--- src/rtl/rtc_pkg.sv ---
package rtc_pkg;
  localparam int unsigned OFF_BUSY   = 'h04;
  localparam int unsigned OFF_SEC    = 'h08;
  localparam int unsigned OFF_SHADOW = 'h0C;
  localparam int unsigned OFF_MS     = 'h10;
  localparam int unsigned OFF_SALM0  = 'h14;
  localparam int unsigned OFF_SALM1  = 'h18;
  localparam int unsigned OFF_MALM   = 'h1C;
  localparam int unsigned OFF_MASK   = 'h28;
  localparam int unsigned OFF_STAT   = 'h2C;

  localparam int unsigned SEC_ALM_N = 2;
  localparam int unsigned IRQ_N     = 5;

  typedef enum int unsigned {
    IRQ_SALM0  = 0,
    IRQ_SALM1  = 1,
    IRQ_MALM   = 2,
    IRQ_SCDN   = 3,
    IRQ_MSCDN  = 4
  } irq_bit_e;
endpackage

--- src/rtl/rtc_timebase.sv ---
module rtc_timebase #(
  parameter int unsigned TICK_HZ     = 32768,
  parameter int unsigned MS_PER_S    = 1000,
  parameter int unsigned COPY_PERIOD = 8,
  localparam int unsigned FRAC_W     = $clog2(TICK_HZ),
  localparam int unsigned MS_W       = $clog2(MS_PER_S),
  localparam int unsigned DIV_W      = $clog2(COPY_PERIOD)
) (
  input  logic            clk_i,
  input  logic            rst_ni,
  input  logic            tick_i,
  input  logic            load_i,
  input  logic [31:0]     load_val_i,
  output logic            sec_step_o,
  output logic            ms_step_o,
  output logic [31:0]     sec_nxt_o,
  output logic [MS_W-1:0] ms_nxt_o,
  output logic [31:0]     vis_sec_o,
  output logic [MS_W-1:0] vis_ms_o,
  output logic            busy_o
);
  logic [FRAC_W-1:0] frac_q, frac_nxt;
  logic [FRAC_W:0]   frac_sum;
  logic [MS_W-1:0]   ms_q;
  logic [31:0]       sec_q;
  logic [DIV_W-1:0]  div_q;
  logic              ms_carry, ms_wrap, copy;

  always_comb begin
    frac_sum  = {1'b0, frac_q} + (FRAC_W+1)'(MS_PER_S);
    ms_carry  = frac_sum >= (FRAC_W+1)'(TICK_HZ);
    frac_nxt  = ms_carry ? FRAC_W'(frac_sum - (FRAC_W+1)'(TICK_HZ)) : FRAC_W'(frac_sum);
    ms_wrap   = ms_carry && (ms_q == MS_W'(MS_PER_S - 1));
    ms_nxt_o  = ms_wrap ? '0 : (ms_carry ? ms_q + 1'b1 : ms_q);
    sec_nxt_o = ms_wrap ? sec_q + 32'd1 : sec_q;
  end

  assign busy_o     = (div_q == DIV_W'(COPY_PERIOD - 1));
  assign copy       = tick_i && busy_o;
  assign ms_step_o  = tick_i && !load_i && ms_carry;
  assign sec_step_o = tick_i && !load_i && ms_wrap;

  always_ff @(posedge clk_i or negedge rst_ni) begin
    if (!rst_ni) begin
      frac_q    <= '0;
      ms_q      <= '0;
      sec_q     <= '0;
      div_q     <= '0;
      vis_sec_o <= '0;
      vis_ms_o  <= '0;
    end else begin
      if (tick_i) div_q <= busy_o ? '0 : div_q + 1'b1;
      if (load_i) begin
        sec_q     <= load_val_i;
        ms_q      <= '0;
        frac_q    <= '0;
        vis_sec_o <= load_val_i;
        vis_ms_o  <= '0;
      end else if (tick_i) begin
        sec_q  <= sec_nxt_o;
        ms_q   <= ms_nxt_o;
        frac_q <= frac_nxt;
        if (copy) begin
          vis_sec_o <= sec_nxt_o;
          vis_ms_o  <= ms_nxt_o;
        end
      end
    end
  end
endmodule

--- src/rtl/rtc_alarm_unit.sv ---
module rtc_alarm_unit #(
  parameter int unsigned SEC_N = 2,
  parameter int unsigned MS_W  = 10
) (
  input  logic                  sec_step_i,
  input  logic [31:0]           sec_nxt_i,
  input  logic                  ms_step_i,
  input  logic [MS_W-1:0]       ms_nxt_i,
  input  logic [SEC_N-1:0][31:0] sec_alm_i,
  input  logic [MS_W-1:0]       ms_alm_i,
  output logic [SEC_N-1:0]      sec_hit_o,
  output logic                  ms_hit_o
);
  for (genvar k = 0; k < SEC_N; k++) begin : g_sec
    // zero means disarmed
    assign sec_hit_o[k] = sec_step_i && (sec_alm_i[k] != '0) && (sec_nxt_i == sec_alm_i[k]);
  end
  assign ms_hit_o = ms_step_i && (ms_nxt_i == ms_alm_i);
endmodule

--- src/rtl/rtc_irq_ctrl.sv ---
module rtc_irq_ctrl #(
  parameter int unsigned N = 5
) (
  input  logic         clk_i,
  input  logic         rst_ni,
  input  logic [N-1:0] set_i,
  input  logic         clr_we_i,
  input  logic         mask_we_i,
  input  logic [N-1:0] wdata_i,
  output logic [N-1:0] status_o,
  output logic [N-1:0] mask_o,
  output logic         irq_o
);
  logic [N-1:0] clr;
  assign clr = clr_we_i ? wdata_i : '0;

  always_ff @(posedge clk_i or negedge rst_ni) begin
    if (!rst_ni) begin
      status_o <= '0;
      mask_o   <= '0;
    end else begin
      status_o <= (status_o & ~clr) | set_i;  // set wins
      if (mask_we_i) mask_o <= wdata_i;
    end
  end

  assign irq_o = |(status_o & mask_o);
endmodule

--- src/rtl/rtc_secs.sv ---
module rtc_secs
  import rtc_pkg::*;
#(
  parameter int unsigned ADDR_W      = 6,
  parameter int unsigned TICK_HZ     = 32768,
  parameter int unsigned MS_PER_S    = 1000,
  parameter int unsigned COPY_PERIOD = 8
) (
  input  logic              clk_i,
  input  logic              rst_ni,
  input  logic              tick_i,
  input  logic              req_i,
  input  logic              we_i,
  input  logic [ADDR_W-1:0] addr_i,
  input  logic [31:0]       wdata_i,
  output logic [31:0]       rdata_o,
  output logic              busy_o,
  output logic              irq_o
);
  localparam int unsigned MS_W = $clog2(MS_PER_S);

  logic                     wr_ok, rd;
  logic                     sel_busy, sel_sec, sel_shadow, sel_ms, sel_malm, sel_mask, sel_stat;
  logic [SEC_ALM_N-1:0]     sel_salm;
  logic                     sec_step, ms_step;
  logic [31:0]              sec_nxt, vis_sec, shadow_q;
  logic [MS_W-1:0]          ms_nxt, vis_ms, malm_q;
  logic [SEC_ALM_N-1:0][31:0] salm_q;
  logic [SEC_ALM_N-1:0]     sec_hit;
  logic                     ms_hit;
  logic [IRQ_N-1:0]         irq_set, status_w, mask_w;
  logic [31:0]              rd_mux;

  assign sel_busy   = addr_i == ADDR_W'(OFF_BUSY);
  assign sel_sec    = addr_i == ADDR_W'(OFF_SEC);
  assign sel_shadow = addr_i == ADDR_W'(OFF_SHADOW);
  assign sel_ms     = addr_i == ADDR_W'(OFF_MS);
  assign sel_salm[0] = addr_i == ADDR_W'(OFF_SALM0);
  assign sel_salm[1] = addr_i == ADDR_W'(OFF_SALM1);
  assign sel_malm   = addr_i == ADDR_W'(OFF_MALM);
  assign sel_mask   = addr_i == ADDR_W'(OFF_MASK);
  assign sel_stat   = addr_i == ADDR_W'(OFF_STAT);

  assign wr_ok = req_i && we_i && !busy_o;
  assign rd    = req_i && !we_i;

  rtc_timebase #(
    .TICK_HZ    (TICK_HZ),
    .MS_PER_S   (MS_PER_S),
    .COPY_PERIOD(COPY_PERIOD)
  ) u_timebase (
    .clk_i     (clk_i),
    .rst_ni    (rst_ni),
    .tick_i    (tick_i),
    .load_i    (wr_ok && sel_sec),
    .load_val_i(wdata_i),
    .sec_step_o(sec_step),
    .ms_step_o (ms_step),
    .sec_nxt_o (sec_nxt),
    .ms_nxt_o  (ms_nxt),
    .vis_sec_o (vis_sec),
    .vis_ms_o  (vis_ms),
    .busy_o    (busy_o)
  );

  rtc_alarm_unit #(
    .SEC_N(SEC_ALM_N),
    .MS_W (MS_W)
  ) u_alarm (
    .sec_step_i(sec_step),
    .sec_nxt_i (sec_nxt),
    .ms_step_i (ms_step),
    .ms_nxt_i  (ms_nxt),
    .sec_alm_i (salm_q),
    .ms_alm_i  (malm_q),
    .sec_hit_o (sec_hit),
    .ms_hit_o  (ms_hit)
  );

  always_comb begin
    irq_set            = '0;
    irq_set[IRQ_SALM0] = sec_hit[0];
    irq_set[IRQ_SALM1] = sec_hit[1];
    irq_set[IRQ_MALM]  = ms_hit;
  end

  rtc_irq_ctrl #(.N(IRQ_N)) u_irq (
    .clk_i    (clk_i),
    .rst_ni   (rst_ni),
    .set_i    (irq_set),
    .clr_we_i (wr_ok && sel_stat),
    .mask_we_i(wr_ok && sel_mask),
    .wdata_i  (wdata_i[IRQ_N-1:0]),
    .status_o (status_w),
    .mask_o   (mask_w),
    .irq_o    (irq_o)
  );

  for (genvar k = 0; k < SEC_ALM_N; k++) begin : g_salm
    always_ff @(posedge clk_i or negedge rst_ni) begin
      if (!rst_ni)                   salm_q[k] <= '0;
      else if (wr_ok && sel_salm[k]) salm_q[k] <= wdata_i;
    end
  end

  always_ff @(posedge clk_i or negedge rst_ni) begin
    if (!rst_ni) begin
      malm_q   <= '0;
      shadow_q <= '0;
      rdata_o  <= '0;
    end else begin
      if (wr_ok && sel_malm) malm_q <= wdata_i[MS_W-1:0];
      if (rd && sel_ms)      shadow_q <= vis_sec;  // coherent snapshot
      if (rd)                rdata_o <= rd_mux;
    end
  end

  always_comb begin
    rd_mux = '0;
    if (sel_busy)    rd_mux = {31'd0, busy_o};
    if (sel_sec)     rd_mux = vis_sec;
    if (sel_shadow)  rd_mux = shadow_q;
    if (sel_ms)      rd_mux = 32'(vis_ms);
    if (sel_salm[0]) rd_mux = salm_q[0];
    if (sel_salm[1]) rd_mux = salm_q[1];
    if (sel_malm)    rd_mux = 32'(malm_q);
    if (sel_mask)    rd_mux = 32'(mask_w);
    if (sel_stat)    rd_mux = 32'(status_w);
  end
endmodule

--- config.mk ---
export PLATFORM = sky130hd
export DESIGN_NAME = rtc_secs
export DESIGN_NICKNAME = d
export VERILOG_FILES = /design/src/rtl/rtc_pkg.sv /design/src/rtl/rtc_timebase.sv /design/src/rtl/rtc_alarm_unit.sv /design/src/rtl/rtc_irq_ctrl.sv /design/src/rtl/rtc_secs.sv
export SDC_FILE = /design/constraint.sdc
export NUM_CORES = 1
export LEC_CHECK = 0
export BUFFER_PORTS_ARGS = -buffer_cell sky130_fd_sc_hd__buf_2
export CORE_MARGIN = 2
export CORE_UTILIZATION = 55
export DETAILED_ROUTE_END_ITERATION = 16
export GPL_ROUTABILITY_DRIVEN = 0
export GPL_TIMING_DRIVEN = 0
export PLACE_DENSITY_LB_ADDON = 0.3
export SETUP_SLACK_MARGIN = 0.5
export SKIP_CTS_REPAIR_TIMING = 1
export SYNTH_ARGS = -nofsm -noshare
export SYNTH_HDL_FRONTEND = slang
export SYNTH_HIERARCHICAL = 1
export SYNTH_SLANG_ARGS = --single-unit
--- constraint.sdc ---
create_clock -name clk_i -period 3.15 [get_ports clk_i]
set_input_delay 0.63 -clock clk_i [delete_from_list [all_inputs] [get_ports clk_i]]
set_output_delay 0.63 -clock clk_i [all_outputs]
set_load 0.03 [all_outputs]
**Word-level counts from Yosys, hierarchy flattened**

Cells that the tools add are included.

- Eq/ne operators: 14
- $lt $le $gt $ge: 1
- Mux-type cells: 27
- Reduce and logical (&&, ||, !) cells: 29
- Add/subtract/negate cells: 5
- Bitwise operators: 4

Operators by type and width:

| operator | count |
|---|---|
| $mux 32 | 14 |
| $mux 10 | 7 |
| $eq 32x32->1 | 2 |
| $reduce_bool 32->1 | 2 |
| $mux 15 | 3 |
| $add 32x1->32 const B | 1 |
| $eq 6x5->1 const B | 4 |
| $logic_and 1x1->1 | 20 |
| $add 15x10->16 const B | 1 |
| $ge 16x16->1 const B | 1 |
| $sub 15x1->15 const B | 1 |
| $eq 6x4->1 const B | 2 |
| $eq 6x6->1 const B | 2 |
| $add 10x1->10 const B | 1 |
| $and 5x5->5 | 2 |
| $eq 10x10->1 | 1 |
| $eq 10x10->1 const B | 1 |
| $eq 6x3->1 const B | 1 |
| $mux 5 | 1 |
| $not 5->5 | 1 |
| $or 5x3->5 | 1 |
| $reduce_or 5->1 | 1 |
| $reduce_bool 2->1 | 2 |
| $add 3x1->3 const B | 1 |
| other kinds (5) | 7 |

- Register bits after elaboration: 250
- Output and inout bits: 34

**Longest topological paths before layout**

- Word-level depth: 10
- Mapped depth: 13
- Mapped depth without buffers: 11

**Cells and area by module**

Netlist, hierarchy kept.

By module, submodules not included:

| module | area an instance (µm²) | cells each | instances |
|---|---|---|---|
| rtc_secs | 6217.2 | 483 | 1 |
| rtc_timebase | 5908.2 | 642 | 1 |
| rtc_alarm_unit | 949.7 | 122 | 1 |
| rtc_irq_ctrl | 384.1 | 28 | 1 |

**Least setup slack after synthesis**

Ideal clock, no wire load.

- Path type: input -> register
- Start: input port addr_i[1]
- End: register u_irq.status_o[2]
- Setup time: 0.118 ns
- Data arrival time: 2.987 ns
- Path buffers: 5
- Path slack: 0.044 ns
- Cell stages on the path: 12
- Cell sequence: nor4_1 > nor2b_1 > buf_2 > buf_2 > nor2b_1 > clkbuf_1 > clkbuf_1 > buf_1 > nor2_1 > nand4_1 > nor3_1 > a21o_1

- Word-level cells in the longest chain between the ends: 7
- Elaborated cells on any way between the ends: 12
- Classes of those cells: eq/ne (2); mux (1); bitwise (3); reduce/logical (6)

Ends and longest elaborated chain:

| what | RTL line | text |
|---|---|---|
| from (decl) | rtc_secs.sv:14 | `input logic [ADDR_W-1:0] addr_i,` |
| $eq 6x4->1 | rtc_secs.sv:35 | `assign sel_sec = addr_i == ADDR_W'(OFF_SEC);` |
| $logic_and 1x1->1 | rtc_secs.sv:55 | `.load_i (wr_ok && sel_sec),` |
| $logic_not 1->1 | rtc_timebase.sv:40 | `assign ms_step_o = tick_i && !load_i && ms_carry;` |
| $logic_and 1x1->1 (2 in series) | rtc_timebase.sv:40 |  |
| net ms_step | rtc_secs.sv:25 | `logic sec_step, ms_step;` |
| $logic_and 1x1->1 | rtc_alarm_unit.sv:18 | `assign ms_hit_o = ms_step_i && (ms_nxt_i == ms_alm_i);` |
| net ms_hit | rtc_secs.sv:30 | `logic ms_hit;` |
| $or 5x3->5 | rtc_irq_ctrl.sv:22 | `status_o <= (status_o & ~clr) \| set_i;` |
| to (signal assigned) | rtc_irq_ctrl.sv:22 |  |
| to (decl) | rtc_irq_ctrl.sv:10 | `output logic [N-1:0] status_o,` |

The timed path passes the listed nets, and every way through them passes these cells.
A chain may end at the register's enable or synchronous reset.

**Final worst setup path**

- Start: register u_timebase.ms_q[3]
- End: register u_irq.status_o[1]

- Word-level cells in the longest chain between the ends: 6
- Elaborated cells on any way between the ends: 8
- Classes of those cells: eq/ne (2); mux (1); bitwise (1); reduce/logical (4)

Ends and longest elaborated chain:

| what | RTL line | text |
|---|---|---|
| from (decl) | rtc_timebase.sv:24 | `logic [MS_W-1:0] ms_q;` |
| from (signal assigned) | rtc_timebase.sv:61 | `ms_q <= ms_nxt_o;` |
| $eq 10x10->1 | rtc_timebase.sv:33 | `ms_wrap = ms_carry && (ms_q == MS_W'(MS_PER_S - 1));` |
| $logic_and 1x1->1 | rtc_timebase.sv:33 |  |
| $mux 32 | rtc_timebase.sv:35 | `sec_nxt_o = ms_wrap ? sec_q + 32'd1 : sec_q;` |
| net sec_nxt[4] | rtc_secs.sv:26 | `logic [31:0] sec_nxt, vis_sec, shadow_q;` |
| $eq 32x32->1 | rtc_alarm_unit.sv:16 | `assign sec_hit_o[k] = sec_step_i && (sec_alm_i[k] != '0) && (sec_nxt_i == sec_alm_i[k]);` |
| $logic_and 1x1->1 | rtc_alarm_unit.sv:16 |  |
| net sec_hit[1] | rtc_secs.sv:29 | `logic [SEC_ALM_N-1:0] sec_hit;` |
| $or 5x3->5 | rtc_irq_ctrl.sv:22 |  |

The timed path passes the listed nets, and every way through them passes these cells.

==> summary.txt <==
Detail Placement HPWL -> 30700 µm
Number of antenna violations at the first check in global routing -> 0
CP Data Required Time -> 3680 ps
Met2 usage -> 0.494
Die area -> 0.0257 mm²
Peak supply drop -> 397 µV
Synth Area in Compound Gates -> 0.125
Placeable core region -> 0.0242 mm²
Via count -> 11.5k
Pwr Density -> 619 mW/mm²
Slowest CP cell -> dfrtp_1
Prevailing post-synth register cell -> dfrtp_1
Post-Syn Area -> 0.0135 mm²
Synthesized instance count -> 1275
Commonest non-fill, non-tap cell in the layout -> dfrtp_1
TritonCTS buffer count -> 28
Final TNS setup -> -78.5 ps
Initial drt markers -> 1529
Fin nets -> 1465
Syn Area/Cell -> 10.6 µm²
Critical path arrival -> 3720 ps
Synth Area in Simple Gates -> 0.158
Hold Violations, Final -> 0
RSZ-0062 raised after global routing -> yes
Top Ports -> 77
Area occupied by multi-input gates -> 0.00735 mm²
Post-route ant nets -> 0
Area share of the largest cell type after synthesis -> 0.459
GRT overflow -> 0
Crit-path cells -> nor3b_2, and4_1, clkbuf_1, nand3_1, xnor2_2, xor2_1, nor4_2, o2111ai_2, nor3_4, a21o_1
Clock Skews -> 43.0 ps
Hold crit path type -> in -> reg
Critical Path Source Type -> flop
Critical Path Max Stage Delay -> 480 ps
Status -> complete, but fails checks
Main combinational cell family by area after synthesis -> simple AND/OR/NAND/NOR gates
Sequential area share after synthesis -> 0.459
Most frequent cells in the layout -> 239 x dfrtp_1, 104 x nand2_1, 92 x xor2_1
Least-Margin Pin Slew -> 1050 ps
Vias/cell -> 6.52
CTS tree -> done
Maximum number of pins on one net before global-route repair -> 121
Routing usage on met1 -> 0.448
DR DRC count -> 0
Area grow syn2layout -> 20.3%
Failing checks -> setup timing
Synth Warn # -> 6
MaxCap Viol Count -> 0
Maximum fanout along the worst path -> 8
Number of synthesized register bits -> 247
Longest Clk Path Bufs -> 3
GR peak layer -> met2
Die Height -> 160 µm
Critical path type -> reg -> reg
Post-Layout Cell Count -> 1763
Vias in the first global route -> 10.9k
Max-slew headroom -> 0.294
WL/cell -> 24.8 µm
Setup crit end kind -> flop
Inserted Diodes -> 0
FF/Latch Area -> 0.00619 mm²
Synth Area in XOR/XNOR -> 0.102
Max Freq -> 0.313 GHz
Number of I/O port buffers -> 74
Fillers -> 1783
Synth area leader -> dfrtp_1
Clock latency on the worst-skew pair -> 590 ps
Mux contribution to synthesized area -> 0.117
Synth area leaders -> dfrtp_1 46%, mux2_2 7.0%, xor2_1 6.8%, nand2_1 3.0%, mux2_1 2.9%
Power, Total -> 10.0 mW
Hold depth -> 2
Number of synthesized flops with an enable pin -> 0
Final period utilization -> 1.02
Total GRT Usage -> 0.322
Leak -> 7.65 nW
First-pass GRT wire length -> 64000 µm
Synth Area in Adders -> 0.00465
Rows -> 57
Netlist cell types -> 67
Share of cells above drive strength 1 -> 0.287
Placed Cells -> 1676
Async S/R FF share, synth -> 1.00
Total Wirelength -> 43700 µm
Reg clk slew, reported paths -> 60 ps
Clock root cell -> clkbuf_16
Setup ws final -> -47.6 ps
Starting Density -> 0.557
Met3 usage -> 0.0597
Reg2Reg Depth -> 10
Final setup viols -> 2
Final min period -> 3200 ps
Setup WS pre-CTS -> -679 ps
H-tree depth -> 1
TritonRoute pass-1 iters -> 9
Clk sink count -> 247
Pins Over Slew Limit -> 0
Die W -> 160 µm
## flip-flops by register name (all words and copies together) (netlist names), 12 cells and up
name / flops
shadow_q: 32
u_timebase/vis_sec_o: 32
u_timebase/frac_q: 12
rdata_o: 32
u_timebase/sec_q: 32
salm_q: 64
## metal layers
metal  wire [µm]  part of all wire  vias up
met1       16900              0.39     5698
li1            -                 -     4923
met5           0                 0        -
met2       19600              0.45      706
met3        4700              0.11      173
met4        2490             0.057        0
## power breakdown
group	switching [mW]	total, mW	leakage [nW]	internal, mW
clock	1.38	3.51	0.499	2.13
combinational	1.16	2.11	3.90	0.957
sequential	0.687	4.40	3.25	3.72
## stage by stage
step / utilization / cell area [µm²] / hold WS [ps]
after floorplan: - / 13500 / 334
after global placement: 0.591 / 14300 / 465
after detailed placement: 0.594 / 14400 / 469
after CTS: 0.635 / 15400 / -52.3
after global routing: 0.670 / 16200 / 324
final: 0.670 / 16200 / 314
## critical path: cells and delay by family (launching register included)
kind | cells | cell delay (ps)
xor gates and xnor gates | 2 | 500
and+or+nand+nor | 5 | 1470
AOI/OAI and AO/OA | 2 | 400
buffers and inverters | 1 | 320
DFF | 1 | 480
## kinds of logic after synthesis
family / after synthesis
simple gates: 380
buf+inv: 100
flops: 247
compound gates: 246
fa+ha+maj: 5
other cells: 1
xor+xnor: 153
mux: 143
## final timing paths
path | slack (ps) | end | start
worst max-delay path | -50 | u_irq/status_o[1]$_DFF_PN0_ | u_timebase/ms_q[3]$_DFFE_PN0N_
worst min-delay path | 310 | salm_q[19]$_DFFE_PN0P_ | wdata_i[19]
worst max register to register | -50 | u_irq/status_o[1]$_DFF_PN0_ | u_timebase/ms_q[3]$_DFFE_PN0N_
worst min register to register | 490 | rdata_o[8]$_DFFE_PN0P_ | rdata_o[8]$_DFFE_PN0P_
max in group asynchronous | 1640 | u_timebase/vis_ms_o[8]$_DFFE_PN0P_ | rst_ni
min in group asynchronous | 530 | rdata_o[21]$_DFFE_PN0P_ | rst_ni
## Yosys cell counts (5+ instances only)
| cell type | number |
|---|---|
| a222oi_1 | 23 |
| nor4_4 | 6 |
| nor2_1 | 79 |
| and3_1 | 14 |
| and4_1 | 9 |
| dfrtp_1 | 247 |
| a21o_1 | 5 |
| buf_2 | 22 |
| o21ai_1 | 17 |
| o21ai_0 | 74 |
| nand2_1 | 108 |
| buf_6 | 5 |
| o221a_2 | 5 |
| nor4_1 | 33 |
| o2111ai_1 | 6 |
| or3_1 | 5 |
| a31o_2 | 11 |
| nand4_1 | 21 |
| nand3_1 | 33 |
| clkbuf_1 | 43 |
| a21oi_1 | 42 |
| buf_1 | 9 |
| a22o_1 | 26 |
| mux2_2 | 84 |
| nor4_2 | 11 |
| mux2i_1 | 24 |
| inv_1 | 18 |
| a31o_1 | 5 |
| xor2_1 | 105 |
| a221oi_1 | 7 |
| nor3_1 | 23 |
| mux2_1 | 35 |
| nand3_2 | 5 |
| ha_1 | 5 |
| xnor2_1 | 44 |
## cell type report
cell class | count | area share
clock inverters | 13 | 0.0117
inverters | 18 | 0.00417
plain buffers | 82 | 0.0279
repair buffers | 111 | 0.0445
clock buffers | 39 | 0.0502
well taps | 324 | 0.0250
multi-input cells | 929 | 0.454
flip-flops and latches | 247 | 0.382
Note: power is estimated with default switching activity, not from simulation.
